[src/rtl/rmb_pkg.sv]
package rmb_pkg;
  // Index width that stays at least one bit for a count of one.
  function automatic int idx_width(input int count);
    return (count > 1) ? $clog2(count) : 1;
  endfunction
endpackage

[src/rtl/rmb_lane_finder.sv]
module rmb_lane_finder #(
  parameter int N_PE   = 6,
  parameter int N_LANE = 3,
  parameter int SRC    = 0,
  parameter int IW     = 3,
  parameter int LW     = 2,
  parameter int N_SEG  = 5
)(
  input  logic [IW-1:0]           dst,
  input  logic [N_LANE*N_SEG-1:0] seg_busy,
  output logic [N_SEG-1:0]        span,
  output logic                    found,
  output logic [LW-1:0]           lane
);
  localparam logic [IW-1:0] SRC_V = IW'(SRC);

  logic [IW-1:0]     lo;
  logic [IW-1:0]     hi;
  logic [N_LANE-1:0] lane_ok;

  // Segments from the lower endpoint up to the upper one.
  always_comb begin
    lo = (dst < SRC_V) ? dst : SRC_V;
    hi = (dst < SRC_V) ? SRC_V : dst;
    for (int j = 0; j < N_SEG; j++) begin
      span[j] = (IW'(j) >= lo) && (IW'(j) < hi);
    end
  end

  for (genvar l = 0; l < N_LANE; l++) begin : g_lane
    assign lane_ok[l] = ~|(seg_busy[l*N_SEG +: N_SEG] & span);
  end

  // Lowest free lane wins.
  always_comb begin
    found = 1'b0;
    lane  = '0;
    for (int l = N_LANE - 1; l >= 0; l--) begin
      if (lane_ok[l]) begin
        found = 1'b1;
        lane  = LW'(l);
      end
    end
  end
endmodule

[src/rtl/rmb_prio_pick.sv]
module rmb_prio_pick #(
  parameter int W = 6
)(
  input  logic [W-1:0] cand,
  output logic [W-1:0] win
);
  // Isolate the lowest set bit: lowest element index first.
  assign win = cand & (~cand + W'(1));
endmodule

[src/rtl/rmb_pe_slot.sv]
module rmb_pe_slot #(
  parameter int N_PE   = 6,
  parameter int N_LANE = 3,
  parameter int SRC    = 0,
  parameter int IW     = 3,
  parameter int LW     = 2,
  parameter int N_SEG  = 5
)(
  input  logic                    clk,
  input  logic                    rst_n,
  input  logic                    take,
  input  logic [LW-1:0]           take_lane,
  input  logic [IW-1:0]           take_dst,
  input  logic [N_SEG-1:0]        take_span,
  input  logic                    rel,
  output logic                    hold,
  output logic [N_LANE*N_SEG-1:0] path_seg,
  output logic [N_LANE*N_PE-1:0]  path_tap
);
  logic             hold_q, hold_d;
  logic [LW-1:0]    lane_q, lane_d;
  logic [IW-1:0]    dst_q, dst_d;
  logic [N_SEG-1:0] span_q, span_d;
  logic             en;

  // Next state: take a new path, or drop the held one on release.
  always_comb begin
    en     = take | (rel & hold_q);
    hold_d = take;
    lane_d = take ? take_lane : lane_q;
    dst_d  = take ? take_dst  : dst_q;
    span_d = take ? take_span : span_q;
  end

  always_ff @(posedge clk or negedge rst_n) begin
    if (!rst_n) begin
      hold_q <= 1'b0;
      lane_q <= '0;
      dst_q  <= '0;
      span_q <= '0;
    end else if (en) begin
      hold_q <= hold_d;
      lane_q <= lane_d;
      dst_q  <= dst_d;
      span_q <= span_d;
    end
  end

  assign hold = hold_q;

  // Switch contributions of this element's path, one column slice per lane.
  for (genvar l = 0; l < N_LANE; l++) begin : g_lane
    logic on_lane;
    assign on_lane = hold_q && (lane_q == LW'(l));
    assign path_seg[l*N_SEG +: N_SEG] = on_lane ? span_q : '0;
    for (genvar p = 0; p < N_PE; p++) begin : g_col
      assign path_tap[l*N_PE+p] = on_lane && ((p == SRC) || (dst_q == IW'(p)));
    end
  end

  // a new path is never written over a held one
  p_take_free_r6: assert property (@(posedge clk) disable iff (!rst_n)
    take |-> !hold_q);

  // a grant is recorded on the granted lane
  p_take_lane_r2: assert property (@(posedge clk) disable iff (!rst_n)
    take |=> hold_q && (lane_q == $past(take_lane)));

  // release drops the path on the next cycle
  p_release_r7: assert property (@(posedge clk) disable iff (!rst_n)
    (rel && hold_q) |=> !hold_q);

  // without release a held path is never altered
  p_keep_r7: assert property (@(posedge clk) disable iff (!rst_n)
    (hold_q && !rel) |=> hold_q && $stable(lane_q) && $stable(span_q) && $stable(dst_q));
endmodule

[src/rtl/rmb_interconnect.sv]
module rmb_interconnect
  import rmb_pkg::*;
#(
  parameter int  N_PE   = 6,
  parameter int  N_LANE = 3,
  localparam int IW     = idx_width(N_PE),
  localparam int LW     = idx_width(N_LANE),
  localparam int N_SEG  = N_PE - 1
)(
  input  logic                    clk,
  input  logic                    rst_n,
  input  logic [N_PE-1:0]         req_valid,
  input  logic [N_PE*IW-1:0]      req_dst,
  input  logic [N_PE-1:0]         req_rel,
  output logic [N_PE-1:0]         gnt,
  output logic [N_PE-1:0]         err,
  output logic [LW-1:0]           gnt_lane,
  output logic [N_LANE*N_SEG-1:0] seg_link,
  output logic [N_LANE*N_PE-1:0]  tap
);
  localparam int NB = N_LANE * N_SEG;

  logic [1:0]             rsync_q;
  logic                   rst_n_s;
  logic [NB-1:0]          path_seg [N_PE];
  logic [N_LANE*N_PE-1:0] path_tap [N_PE];
  logic [N_SEG-1:0]       f_span   [N_PE];
  logic [LW-1:0]          f_lane   [N_PE];
  logic [N_PE-1:0]        f_found;
  logic [N_PE-1:0]        bad;
  logic [N_PE-1:0]        hold;
  logic [N_PE-1:0]        cand;
  logic [N_PE-1:0]        win;
  logic [NB-1:0]          seg_busy;
  logic [N_PE-1:0]        own [NB];

  // Reset asserted asynchronously, released on the clock.
  always_ff @(posedge clk or negedge rst_n) begin
    if (!rst_n) rsync_q <= '0;
    else        rsync_q <= {rsync_q[0], 1'b1};
  end
  assign rst_n_s = rsync_q[1];

  for (genvar p = 0; p < N_PE; p++) begin : g_pe
    logic [IW-1:0] dst_p;
    assign dst_p = req_dst[p*IW +: IW];

    rmb_lane_finder #(
      .N_PE(N_PE), .N_LANE(N_LANE), .SRC(p), .IW(IW), .LW(LW), .N_SEG(N_SEG)
    ) u_find (
      .dst(dst_p), .seg_busy(seg_busy), .span(f_span[p]),
      .found(f_found[p]), .lane(f_lane[p])
    );

    assign bad[p]  = hold[p] | (dst_p == IW'(p)) | (int'(dst_p) >= N_PE);
    assign cand[p] = rst_n_s & req_valid[p] & (bad[p] | f_found[p]);

    rmb_pe_slot #(
      .N_PE(N_PE), .N_LANE(N_LANE), .SRC(p), .IW(IW), .LW(LW), .N_SEG(N_SEG)
    ) u_slot (
      .clk(clk), .rst_n(rst_n_s), .take(gnt[p]), .take_lane(f_lane[p]),
      .take_dst(dst_p), .take_span(f_span[p]), .rel(req_rel[p]),
      .hold(hold[p]), .path_seg(path_seg[p]), .path_tap(path_tap[p])
    );
  end

  rmb_prio_pick #(.W(N_PE)) u_pick (.cand(cand), .win(win));

  assign gnt = win & ~bad;
  assign err = win & bad;

  // Switch outputs are the union of every held path.
  always_comb begin
    seg_busy = '0;
    tap      = '0;
    gnt_lane = '0;
    for (int p = 0; p < N_PE; p++) begin
      seg_busy = seg_busy | path_seg[p];
      tap      = tap | path_tap[p];
      if (gnt[p]) gnt_lane = gnt_lane | f_lane[p];
    end
  end
  assign seg_link = seg_busy;

  // Owner view per segment, used by the sharing check.
  always_comb begin
    for (int b = 0; b < NB; b++) begin
      for (int p = 0; p < N_PE; p++) begin
        own[b][p] = path_seg[p][b];
      end
    end
  end

  // one response per cycle
  p_one_resp_r5: assert property (@(posedge clk) disable iff (!rst_n_s)
    $onehot0({gnt, err}));

  // no answerable request below the winner
  p_lowest_r5: assert property (@(posedge clk) disable iff (!rst_n_s)
    (|win) |-> (((win - N_PE'(1)) & cand) == '0));

  // no response while reset is still being released
  p_quiet_reset_r1: assert property (@(posedge clk)
    !rst_n_s |-> ((gnt == '0) && (err == '0)));

  for (genvar b = 0; b < NB; b++) begin : g_share
    // a segment is owned by at most one path
    p_no_share_r9: assert property (@(posedge clk) disable iff (!rst_n_s)
      $onehot0(own[b]));
  end
endmodule

[config.mk]
export PLATFORM = sky130hd
export DESIGN_NAME = rmb_interconnect
export DESIGN_NICKNAME = d
export VERILOG_FILES = /design/src/rtl/rmb_pkg.sv /design/src/rtl/rmb_lane_finder.sv /design/src/rtl/rmb_prio_pick.sv /design/src/rtl/rmb_pe_slot.sv /design/src/rtl/rmb_interconnect.sv
export SDC_FILE = /design/constraint.sdc
export NUM_CORES = 1
export LEC_CHECK = 0
export BUFFER_PORTS_ARGS = -buffer_cell sky130_fd_sc_hd__clkbuf_2
export CORE_MARGIN = 2
export CORE_UTILIZATION = 53
export CTS_CLUSTER_SIZE = 24
export DETAILED_ROUTE_END_ITERATION = 16
export GPL_TIMING_DRIVEN = 0
export HOLD_SLACK_MARGIN = 0.02
export PLACE_DENSITY_LB_ADDON = 0.08
export SYNTH_ARGS = -nofsm -noshare
export SYNTH_HDL_FRONTEND = slang
export SYNTH_SLANG_ARGS = --single-unit
[constraint.sdc]
create_clock -name clk -period 4.2 [get_ports clk]
set_input_delay 0.84 -clock clk [delete_from_list [all_inputs] [get_ports clk]]
set_output_delay 0.84 -clock clk [all_outputs]
set_load 0.1 [all_outputs]
==> summary.txt, run 1 <==
Die Ht: 107.8 um
Synth top area share: 29.35%
Required time worst endpoint: 3.36 ns
Total Power: 3.584 mW
Buffers & Inverters on Critical Path: 4
Clock Tree Buf Depth: 2
Port buffer count: 72
Initial antenna violation count: 0
Cell family with most CP delay: simple AND/OR/NAND/NOR gates
Register bit total from synthesis: 67
Mean Syn Cell Area: 8.474 um2
P&R area growth vs syn: 37.13%
HP Class: in -> async
Layout cells sized above 1: 39.64%
Nets: 863
R2r endpoint: g_pe[4].u_slot.dst_q[1]
Cells after Synth: 674
Setup tns final: -0.9663 ns
Max transition margin: 36.85%
Post-synth top cells: dfrtp_1, nor2_1, nand2_1
Cells along the critical path: buf_6 -> nand3b_1 -> o221ai_2 -> nor3_4 -> buf_6 -> nor3_4 -> a2111oi_4 -> o41ai_2 -> and4bb_4 -> buf_6 -> nand4_1 -> nand4_1 -> buf_8
Die width: 107.8 um
Final clock skew: 0.01129 ns
Post-synthesis async set-or-reset flop share: 100.0%
Post-CTS Hold Buffers: 0
Clk_lat worst skew: 0.38 ns
Post-DP HPWL: 16570 um
Cell mode on critical path: buf_6
Endpoints failing hold: 0
Crit Path Category: reg -> out
DR iter-0 viols: 855
Failing checks: setup timing
Avg WL per Cell: 24.94 um
I/O pins: 79
RSZ-0062 raised after global routing: true
Status: complete, but fails checks
CP max stage cell: o41ai_2
Final WS setup: -0.2395 ns
Synth top area cells: dfrtp_1, mux2_2, nand4b_1
Max_cap viols: 0
CTS tree: done
Peak VDD IR: 0.0006684 V
Syn_nets: 706
Vias after detailed routing: 6720
Vias in the first global route: 6384
Post-Syn Area: 5712 um2
Crit Path Max Fanout: 5
Seq/Total Area, Yosys: 29.35%
CTS root buffer: clkbuf_8
R2r setup slk: 0.58 ns
Antenna Cells: 0
TritonCTS Buffers: 9
Top_reg_cell synth: dfrtp_1
DRT antenna net count: 0
PwrDens: 457.6 nW/um2
Crit Reg-Reg Startpoint: g_pe[4].u_slot.lane_q[0]
TritonRoute pass-1 iters: 6
Total GRT Usage: 41.43%
Yosys cell types: 79
Synth area leader: dfrtp_1
Most frequent cell after synthesis: dfrtp_1
GPL Wtd Cong: 0.9471
Post-synth EDFFs: 0
Static leakage: 3.484 nW
CP startpoint kind: flip-flop
Syn. warnings: 0
DRC viols: 0
Critical path arrival: 3.60 ns
Num rows: 37
Sink Count: 67
Die area: 11620 um2
CTS H-tree lvls: 3
Total grt overflow: 0
Routed vias/inst: 6.921
Actual slew at the worst max-slew pin: 0.9473 ns
Maximum clock rate: 0.2252 GHz
Reg2reg path depth: 14
Setup Slack @ Placement: -0.8849 ns
Global-route wire length before repair: 36080 um
Reg clk slew, reported paths: 0.07 ns
CP endpoint: gnt_lane[1]
Placed cell areas: 6367 um2
Minimum clock period: 4.440 ns
Final Instance Area: 7833 um2
Final period util: 105.7%
Core ar.: 10420 um2
CP Depth: 13
Worst setup EP type: primary output
Setup-failing EPs final: 9
Crit path launch: g_pe[4].u_slot.lane_q[0]
Initial Util: 54.83%
Max-slew violations: 0
DRT Wirelength: 24220 um
Worst path max stage delay: 0.44 ns
Pin count of the biggest net entering global routing: 72
-- area by class of cell --
cell class                      count  area [um2]
Multi-Input combinational cell    510        4073
Clock inverter                      3       22.52
Buffer                             43       327.8
Tap cell                          136       170.2
Sequential cell                    67        1683
Clock buffer                       12       165.2
Fill cell                         745        2584
Timing Repair Buffer              159        1225
Inverter                           41       166.4
-- cell families (layout without fill, tap and decap cells) --
group	count (synthesis)	in the layout	share of synthesized area, %
other cells	1	1	0.06565
flops	67	67	29.35
buf+inv	97	258	7.820
simple gates	267	267	28.68
compound gates	200	200	25.15
mux	42	42	8.938
-- registers in the layout, summed over array words and instances (netlist names) --
register	flops
g_pe.u_slot.span_q	30
g_pe.u_slot.dst_q	17
g_pe.u_slot.lane_q	12
g_pe.u_slot.hold	6
rsync_q	2
-- timing repair --
action / in CTS / in global routing
setup buffers: 51 / 35
pin swaps: 30 / 21
endpoints found under the setup margin: 13 / 13
gates resized for setup: 101 / 58
cloned: 1 / 0
-- per-layer routing --
metal / part of all wire (%) / vias up / GRT usage, %
met1: 38 / 3172 / 53.94
met4: 7.1 / 0 / 27.75
li1: - / 2865 / -
met2: 45 / 543 / 64.47
met5: 0 / - / 0
met3: 11 / 140 / 4.843
-- worst min-delay path by stage --
stage | startpoint | endpoint | slack (ns) | cells past startpoint
after global routing | rst_n | rsync_q[1] | 0.24 | 1
after global placement | rsync_q[0] | rsync_q[1] | 0.34 | 0
after detailed placement | rsync_q[0] | rsync_q[1] | 0.34 | 0
final | rst_n | rsync_q[1] | 0.24 | 1
after CTS | rst_n | rsync_q[1] | 0.24 | 1
after floorplan | rsync_q[0] | rsync_q[1] | 0.33 | 0
-- report_power, final --
group,internal (mW),switching [mW],total [mW]
registers,0.787,0.213,1.00
clock network,0.259,0.286,0.545
logic,0.724,1.32,2.04
total,1.77,1.81,3.58
-- stage by stage --
step	utilization (%)	cells	hold WS, ns
after detailed placement	61.13	882	0.3417
after global routing	75.20	971	0.2421
after CTS	70.69	941	0.2425
after global placement	61.11	882	0.3432
after floorplan	-	674	0.3311
final	75.20	971	0.2354
-- cell usage in the layout (no fill, tap or decap), types with 15 or more instances in the layout --
cell	n
mux2_2	22
buf_4	89
nor2_1	40
a22oi_1	22
inv_1	37
a21oi_1	35
clkbuf_8	15
clkbuf_2	62
o21ai_0	26
nand3_1	15
buf_6	18
nand2_1	41
nand4_1	16
nand4b_1	27
dfrtp_1	64
Power figures use the tool's default switching activity.
==> inputs of run 2 (changes only) <==
--- a/config.mk
+++ b/config.mk
@@ -13,6 +13,7 @@
 export GPL_TIMING_DRIVEN = 0
 export HOLD_SLACK_MARGIN = 0.02
 export PLACE_DENSITY_LB_ADDON = 0.08
+export RECOVER_POWER = 50
 export SYNTH_ARGS = -nofsm -noshare
 export SYNTH_HDL_FRONTEND = slang
 export SYNTH_SLANG_ARGS = --single-unit
==> summary.txt, run 2 (same netlist as run 1, synthesis figures left out) <==
Status: complete, but fails checks (unchanged)
Failing checks: setup timing (unchanged)
Total GRT Usage: 41.43% (unchanged)
Die Ht: 107.8 um (unchanged)
Vias in the first global route: 6384 (unchanged)
Crit Path Max Fanout: 8 (was 5)
Num rows: 37 (unchanged)
Final WS setup: -0.2405 ns (was -0.2395 ns)
Actual slew at the worst max-slew pin: 0.9433 ns (was 0.9473 ns)
Net Sw Frac: 50.65% (was 50.60%)
Clk_lat worst skew: 0.38 ns (about the same)
CTS tree: done (unchanged)
Maximum clock rate: 0.2252 GHz (about the same)
Static leakage: 3.481 nW (was 3.484 nW)
Final Util: 75.18% (was 75.20%)
CTS H-tree lvls: 3 (unchanged)
Global-route wire length before repair: 36080 um (unchanged)
Final Instance Area: 7831 um2 (was 7833 um2)
Initial Util: 54.83% (unchanged)
Die width: 107.8 um (unchanged)
Avg WL per Cell: 24.98 um (was 24.94 um)
Reg clk slew, reported paths: 0.07 ns (about the same)
Clock Tree Buf Depth: 2 (unchanged)
HP Class: in -> async (unchanged)
Core ar.: 10420 um2 (unchanged)
DR iter-0 viols: 855 (unchanged)
Layout cells sized above 1: 39.52% (was 39.64%)
Max transition margin: 37.12% (was 36.85%)
Max-slew violations: 0 (unchanged)
DRC viols: 0 (unchanged)
Port buffer count: 72 (unchanged)
NetSw: 1.817 mW (was 1.814 mW)
WHS: 0.2333 ns (was 0.2354 ns)
Most common cell after layout, fill and taps aside: buf_4 (unchanged)
Crit path launch: g_pe[4].u_slot.lane_q[0] (unchanged)
P&R area growth vs syn: 37.11% (was 37.13%)
TritonCTS Buffers: 9 (unchanged)
Minimum clock period: 4.441 ns (was 4.440 ns)
Die area: 11620 um2 (unchanged)
Peak VDD IR: 0.0006696 V (was 0.0006684 V)
Post-DP HPWL: 16570 um (unchanged)
Max reg flops: 30 (unchanged)
Post-CTS Hold Buffers: 0 (unchanged)
Comb pwr share: 56.9% (about the same)
Antenna Cells: 0 (unchanged)
Setup-failing EPs final: 9 (unchanged)
Total grt overflow: 0 (unchanged)
Total Power: 3.588 mW (was 3.584 mW)
Vias after detailed routing: 6754 (was 6720)
RSZ-0062 raised after global routing: true (unchanged)
Setup tns final: -0.9493 ns (was -0.9663 ns)
R2r endpoint: g_pe[4].u_slot.dst_q[1] (unchanged)
Sink Count: 67 (unchanged)
Largest regs: g_pe.u_slot.span_q x30, g_pe.u_slot.dst_q x17, g_pe.u_slot.lane_q x12 (unchanged)
PwrDens: 458.1 nW/um2 (was 457.6 nW/um2)
Placed cell areas: 6367 um2 (unchanged)
Critical path arrival: 3.60 ns (about the same)
GPL Wtd Cong: 0.9471 (unchanged)
Crit Path Category: reg -> out (unchanged)
Most frequent cells in the layout: buf_4, dfrtp_1, clkbuf_2, nand2_1, nor2_1 (unchanged)
Final period util: 105.7% (about the same)
Endpoints failing hold: 0 (unchanged)
Final clock skew: 0.01061 ns (was 0.01129 ns)
Initial antenna violation count: 0 (unchanged)
CTS root buffer: clkbuf_8 (unchanged)
Required time worst endpoint: 3.36 ns (about the same)
Worst setup EP type: primary output (unchanged)
R2r setup slk: 0.59 ns (was 0.58 ns)
Pin count of the biggest net entering global routing: 72 (unchanged)
CP startpoint kind: flip-flop (unchanged)
Max_cap viols: 0 (unchanged)
Seq pwr share: 27.9% (about the same)
I/O pins: 79 (unchanged)
CP endpoint: gnt_lane[1] (unchanged)
Nets: 863 (unchanged)
TritonRoute pass-1 iters: 6 (unchanged)
Power Internal: 1.770 mW (was 1.771 mW)
Top reg by flops: g_pe.u_slot.span_q (unchanged)
Routed vias/inst: 6.956 (was 6.921)
Clk network pwr share: 15.2% (about the same)
DRT antenna net count: 0 (unchanged)
DRT Wirelength: 24260 um (was 24220 um)
Reg2reg path depth: 14 (unchanged)
Crit Reg-Reg Startpoint: g_pe[4].u_slot.lane_q[0] (unchanged)
## run 2: cell counts in the layout (fill, tap and decap cells not counted)
No cell type changed its count.
## run 2: worst max-delay path, cell delays in order (launching register included)
cell       delay [ns]
dfrtp_1          0.40
buf_6            0.13
buf_12           0.12
nand4b_1         0.22
nand4_1          0.22
nor2_4           0.11
o211ai_1         0.32
a2111oi_4        0.14
o41ai_2          0.45
and4bb_4         0.37
buf_6            0.15
nand4_1          0.18
nand4_1          0.19
buf_8            0.22
## run 2: worst min-delay path by stage
| stage | to | startpoint | slack [ns] | cells past startpoint |
|---|---|---|---|---|
| 4_1_cts | rsync_q[1] | rst_n | 0.24 | 1 |
| 3_3_place_gp | rsync_q[1] | rsync_q[0] | 0.34 | 0 |
| 5_1_grt | rsync_q[1] | rst_n | 0.25 | 1 |
| 6_report | rsync_q[1] | rst_n | 0.23 | 1 |
| 2_1_floorplan | rsync_q[1] | rsync_q[0] | 0.33 | 0 |
| 3_5_place_dp | rsync_q[1] | rsync_q[0] | 0.34 | 0 |
## run 2: per-layer routing
layer | track usage [%] | wire (um)
met5 | 0 | 0
met1 | 53.94 | 9128
met2 | 64.47 | 10700
met3 | 4.843 | 2624
met4 | 27.75 | 1801
## run 2: final cells by class
class | count | area (um2)
tap | 136 | 170.2
multi-input combinational | 510 | 4073
clock buffer | 12 | 165.2
sequential | 67 | 1683
fill | 746 | 2585
buffer | 43 | 327.8
clock inverter | 3 | 22.52
timing repair buffer | 159 | 1224
inverter | 41 | 166.4
## run 2: power by group through the flow
stage	combinational (mW)	sequential, mW	clock [mW]
6_report	2.04	1.00	0.545
3_3_place_gp	1.58	0.973	0
3_5_place_dp	1.61	0.985	0
5_1_grt	2.12	1.02	0.560
2_1_floorplan	1.28	0.915	0
4_1_cts	1.81	0.988	0.535
## run 2: stage by stage
step                cells  setup WS (ns)
global route          971        -0.2455
CTS                   941        -0.1055
detailed placement    882        -0.8849
floorplan             674        -0.3402
global placement      882        -0.7565
finish                971        -0.2405
## run 2: timing repair
action                     in CTS  in global routing
setup endpoints to repair      13                 13
buffers inserted               51                 35
cloned                          1                  0
pin swaps                      30                 21
gates resized for setup       101                 58
